**src/rtl/nbw_pkg.sv**
```systemverilog
package nbw_pkg;
  localparam int unsigned NBW_ROWS = 32;
  localparam int unsigned NBW_SPAN = 3;

  function automatic int unsigned tap_pos(int unsigned dr, int unsigned dc, int unsigned span);
    return dr * span + dc;
  endfunction
endpackage

```
**src/rtl/nbw_flow_ctrl.sv**
```systemverilog
module nbw_flow_ctrl #(
  parameter int unsigned SPAN = 3
) (
  input  logic clk,
  input  logic rst_n,
  input  logic clr,
  input  logic in_valid,
  input  logic out_ready,
  output logic in_ready,
  output logic accept,
  output logic out_valid
);
  localparam int unsigned CW = $clog2(SPAN + 1);
  localparam logic [CW-1:0] FULL = CW'(SPAN);

  logic [CW-1:0] fill;
  logic          fresh;

  assign out_valid = (fill == FULL) && fresh;
  assign in_ready  = !clr && (!out_valid || out_ready);
  assign accept    = in_valid && in_ready;

  always_ff @(posedge clk or negedge rst_n) begin
    if (!rst_n) begin
      fill  <= '0;
      fresh <= 1'b0;
    end else if (clr) begin
      fill  <= '0;
      fresh <= 1'b0;
    end else if (accept) begin
      if (fill != FULL) fill <= fill + 1'b1;
      fresh <= 1'b1;
    end else if (out_valid && out_ready) begin
      fresh <= 1'b0;
    end
  end

  a_r3_rise_after_accept: assert property (@(posedge clk) disable iff (!rst_n)
    $rose(out_valid) |-> $past(accept));
  a_r4_offered_once: assert property (@(posedge clk) disable iff (!rst_n)
    (out_valid && out_ready && !accept) |=> !out_valid);
  a_r5_hold_valid: assert property (@(posedge clk) disable iff (!rst_n)
    (out_valid && !out_ready && !clr) |=> out_valid);
  a_r8_clear_drops: assert property (@(posedge clk) disable iff (!rst_n)
    clr |=> !out_valid);
endmodule

```
**src/rtl/nbw_col_bank.sv**
```systemverilog
module nbw_col_bank #(
  parameter int unsigned ROWS = 32,
  parameter int unsigned SPAN = 3
) (
  input  logic                 clk,
  input  logic                 rst_n,
  input  logic                 clr,
  input  logic                 accept,
  input  logic [ROWS-1:0]      in_word,
  output logic [SPAN*ROWS-1:0] cols_flat
);
  logic [ROWS-1:0] col_q [SPAN];

  genvar k;
  generate
    for (k = 0; k < SPAN; k++) begin : g_col
      always_ff @(posedge clk or negedge rst_n) begin
        if (!rst_n) begin
          col_q[k] <= '0;
        end else if (clr) begin
          col_q[k] <= '0;
        end else if (accept) begin
          if (k == 0) col_q[k] <= in_word;
          else        col_q[k] <= col_q[(k == 0) ? 0 : k-1];
        end
      end
      assign cols_flat[k*ROWS +: ROWS] = col_q[k];

      if (k > 0) begin : g_chk
        a_r2_column_moves: assert property (@(posedge clk) disable iff (!rst_n)
          accept |=> col_q[k] == $past(col_q[k-1]));
      end
    end
  endgenerate

  a_r2_entry_word: assert property (@(posedge clk) disable iff (!rst_n)
    accept |=> col_q[0] == $past(in_word));
  a_r5_idle_stable: assert property (@(posedge clk) disable iff (!rst_n)
    (!accept && !clr) |=> $stable(cols_flat));
endmodule

```
**src/rtl/nbw_tap_map.sv**
```systemverilog
module nbw_tap_map
  import nbw_pkg::*;
#(
  parameter int unsigned ROWS = 32,
  parameter int unsigned SPAN = 3
) (
  input  logic [SPAN*ROWS-1:0]      cols_flat,
  output logic [ROWS*SPAN*SPAN-1:0] taps
);
  localparam int HALO = SPAN / 2;
  localparam int NB   = SPAN * SPAN;

  genvar r, dr, dc;
  generate
    for (r = 0; r < ROWS; r++) begin : g_row
      for (dr = 0; dr < SPAN; dr++) begin : g_dr
        for (dc = 0; dc < SPAN; dc++) begin : g_dc
          localparam int SRC = r + dr - HALO;
          localparam int BIT = r * NB + int'(tap_pos(dr, dc, SPAN));
          if (SRC < 0 || SRC >= ROWS) begin : g_edge
            assign taps[BIT] = 1'b0;
          end else begin : g_in
            assign taps[BIT] = cols_flat[dc*ROWS + SRC];
          end
        end
      end
    end
  endgenerate
endmodule

```
**src/rtl/nbhd_window.sv**
```systemverilog
module nbhd_window
  import nbw_pkg::*;
#(
  parameter int unsigned ROWS = NBW_ROWS,
  parameter int unsigned SPAN = NBW_SPAN
) (
  input  logic                      clk,
  input  logic                      rst_n,
  input  logic                      clr,
  input  logic                      in_valid,
  output logic                      in_ready,
  input  logic [ROWS-1:0]           in_word,
  output logic                      out_valid,
  input  logic                      out_ready,
  output logic [ROWS*SPAN*SPAN-1:0] out_taps
);
  logic                 accept;
  logic [SPAN*ROWS-1:0] cols_flat;

  nbw_flow_ctrl #(.SPAN(SPAN)) flow_i (
    .clk(clk), .rst_n(rst_n), .clr(clr), .in_valid(in_valid),
    .out_ready(out_ready), .in_ready(in_ready), .accept(accept),
    .out_valid(out_valid)
  );

  nbw_col_bank #(.ROWS(ROWS), .SPAN(SPAN)) bank_i (
    .clk(clk), .rst_n(rst_n), .clr(clr), .accept(accept),
    .in_word(in_word), .cols_flat(cols_flat)
  );

  nbw_tap_map #(.ROWS(ROWS), .SPAN(SPAN)) taps_i (
    .cols_flat(cols_flat), .taps(out_taps)
  );

  a_r1_stall_blocks: assert property (@(posedge clk) disable iff (!rst_n)
    (out_valid && !out_ready && !clr) |=> $stable(out_taps));
endmodule

```
**config.mk**
```make
export PLATFORM = sky130hd
export DESIGN_NAME = nbhd_window
export DESIGN_NICKNAME = d
export VERILOG_FILES = /design/src/rtl/nbw_pkg.sv /design/src/rtl/nbw_flow_ctrl.sv /design/src/rtl/nbw_col_bank.sv /design/src/rtl/nbw_tap_map.sv /design/src/rtl/nbhd_window.sv
export SDC_FILE = /design/constraint.sdc
export NUM_CORES = 1
export LEC_CHECK = 0
export ABC_CLOCK_PERIOD_IN_PS = 1900
export BUFFER_PORTS_ARGS = -buffer_cell sky130_fd_sc_hd__buf_2
export CAP_MARGIN = 0
export CORE_AREA = 2 2 135 137
export DETAILED_ROUTE_END_ITERATION = 10
export DIE_AREA = 0 0 137 139
export PLACE_DENSITY = 0.67
export SETUP_SLACK_MARGIN = 0.3
export SYNTH_ARGS = -nofsm -noshare
export SYNTH_HDL_FRONTEND = slang
export SYNTH_SLANG_ARGS = --single-unit
```
**constraint.sdc**
```tcl
create_clock -name clk -period 1.9 [get_ports clk]
set_clock_uncertainty 0.05 [all_clocks]
set_input_delay 0.57 -clock clk [delete_from_list [all_inputs] [get_ports clk]]
set_output_delay 0.57 -clock clk [all_outputs]
set_load 0.01 [all_outputs]
```
==> qor.txt <==
Status: complete, but fails checks
Failing checks: setup timing
Slowest CP cell: dfrtp_1
Final period utilization: 103%
Overall routed net length: 11500 microns
Die outline width: 137 microns
CTS max path bufs: 2
DR vias: 3695
Crit path required time: 2.08 ns
N_diodes: 0
Routed Antenna Nets: 0
Root buf cell: clkbuf_16
Endpoints failing hold: 0
GPL Wtd Cong: 0.688
Clock sink count: 99
Die ar.: 19000 sq um
Synth-to-Final Area Change: 14.2%
Slew margin rel.: 61.1%
Crit path buf inv count: 2
Inst Count DP: 864
Pwr Density: 743 nW/um^2
Pins Over Slew Limit: 0
Register area share after synthesis: 41.2%
Avg WL per Cell: 13.0 microns
Syn Area/Cell: 11.6 sq um
Layout cell share with drive strength beyond 1: 69.0%
DIE HEIGHT: 139 microns
Yosys top cell by area: dfrtp_1
MaxCap Viol Count: 0
Non-Filler Instances: 888
# IOs: 327
Cell Rows: 49
# DRC: 0
Synthesized instance count: 520
Achievable Freq: 513 MHz
Gr usage total: 11.7%
Worst EP arrival: 2.12 ns
RSZ-0062 raised after global routing: true
Initial antenna violation count: 0
Total negative slack: -1.27 ns
Final nets: 692
Core ar.: 17700 sq um
Worst-Skew Late Latency: 0.34 ns
Initial Util: 34.1%
Power after layout: 0.00511 W
Final Setup Violations: 65
Cell variety after synth: 20
Endpoint type of the worst setup path: flip-flop
CP top delay family: flip-flops
Port Buffer Count: 320
Worst Setup Start Kind: flip-flop
CP max stage delay: 0.39 ns
Critical-path cell list: ha_2 -> and2_4 -> buf_4 -> a211o_4 -> buf_12 -> mux2_4
Yosys top cell area share: 41.2%
Final critical-path required period: 1.95 ns
Worst min-delay path category: input port to async pin
Largest net degree at the start of global routing: 100
CTS tree: yes
Yosys Warn Count: 0
Total iterations of the first detailed-routing run: 4
Top post-synthesis cells by area: dfrtp_1 41%, buf_4 24%, mux2_2 10%
Mapped cell area: 6020 sq um
Vias in the first global route: 3314
Vias per std cell: 4.16
Fin Hold WS: 0.199 ns
Kind of critical path: flip-flop to flip-flop
CTS Buf Count: 9
#FFs+latches synth: 99
Global-route wire length before repair: 17800 microns
Pleak: 4.15 nW
GRT overflow: 0
Worst vdd ir: 0.484 mV
CP Max Fanout: 49
Worst Tran Pin Value: 0.583 ns
Setup WS post-layout: -0.0488 ns
Initial DRC Count: 104
DP HPWL: 7720 microns
H-tree depth: 3
Clk slew on worst S/H paths: 0.07 ns
==> layout make-up <==
class	instances	area (sq um)
repair buffers	332	1850
flip-flops and latches	99	2490
multi-input cells	210	1950
clock inverters	6	66.3
well taps	229	287
inverters	2	7.51
fillers	1707	10800
clock buffers	10	229
==> metrics by stage <==
stage,utilization (%),setup slack [ns],cell area [sq um]
floorplan,-,0.0791,6040
global placement,36.3,0.0913,6400
detailed placement,36.3,0.0739,6400
CTS,38.2,-0.0383,6740
global route,38.9,-0.0905,6870
finish,38.9,-0.0488,6870
==> Yosys cell counts <==
library cell / number
a211o_1: 1
a21oi_1: 2
and2_4: 1
buf_12: 4
buf_2: 6
buf_4: 192
buf_6: 1
buf_8: 1
clkbuf_1: 10
conb_1: 1
dfrtp_1: 99
ha_1: 1
inv_1: 2
mux2_2: 56
mux2_4: 40
mux2i_1: 1
nand2_1: 1
nor2_1: 3
nor2b_1: 97
xnor2_1: 1
==> routing by layer <==
layer  vias to the layer above  part of all wire, %  wire, microns  global-route usage [%]
met5                         -                    0              0                       0
met4                         0                  1.0            116                    3.42
met3                         6                  7.1            823                    3.55
met2                       182                   49           5710                    19.7
met1                      1775                   42           4890                    14.4
li1                       1732                    -              -                       -
==> cell usage in the layout, fill, tap and decap left out <==
master	netlist	routed
buf_2	6	302
nor2b_1	97	97
dfrtp_1	99	91
mux2_2	56	56
mux2_4	40	40
buf_6	1	16
buf_4	192	10
clkbuf_16	0	9
dfrtp_2	0	8
conb_1	1	6
buf_12	4	4
nor2_1	3	3
clkinvlp_4	0	3
inv_1	2	2
and2_4	1	1
a21oi_2	0	1
a211o_4	0	1
xnor2_1	1	1
nand2_1	1	1
a21oi_1	2	1
mux2i_1	1	1
ha_2	0	1
clkbuf_1	10	1
clkinv_4	0	1
clkinv_2	0	1
bufinv_16	0	1
==> final timing paths <==
kind / from / cells past startpoint / to / slack (ns)
setup / recovery: flow_i.fill[0] / 6 / bank_i.cols_flat[23] / -0.05
hold / removal: rst_n / 2 / bank_i.cols_flat[5] / 0.20
setup reg to reg: flow_i.fill[0] / 6 / bank_i.cols_flat[23] / -0.05
hold reg to reg: flow_i.fill[1] / 2 / flow_i.fill[1] / 0.48
max in group asynchronous: rst_n / 2 / bank_i.cols_flat[58] / 1.08
min in group clk: in_word[21] / 2 / bank_i.cols_flat[21] / 0.40
==> report_power, final <==
part / switching, W / internal, W
registers: 0.000128 / 0.00222
logic: 0.000457 / 0.000477
clock network: 0.000804 / 0.00102
==> sequential cells by signal (all words and copies together), names as in the netlist <==
name	cells
bank_i.cols_flat	96
flow_i.fresh	1
flow_i.fill	2
==> what timing repair did <==
item                       in CTS  in global routing
buffers inserted                4                  4
cloned                          0                  0
resized for setup               5                 21
setup endpoints to repair     112                132
pin swaps                       2                  0
hold buffers                    0                  0
==> worst register-to-register path: cells and delay by family, from the launching register on <==
family                     cells  cell delay [ns]
muxes                          1             0.39
adders and majority gates      1             0.20
and+or+nand+nor                1             0.14
DFF                            1             0.39
AOI/OAI and AO/OA              1             0.34
buffers and inverters          2             0.33
==> logic make-up after synthesis <==
family	share of synthesized area, %
buffers and inverters	27.0
and+or+nand+nor	10.5
DFF	41.2
muxes	20.6
AOI/OAI and AO/OA	0.312
adders and majority gates	0.208
other	0.0623
xor gates and xnor gates	0.146
No activity file was read; power rests on OpenSTA's default activity.
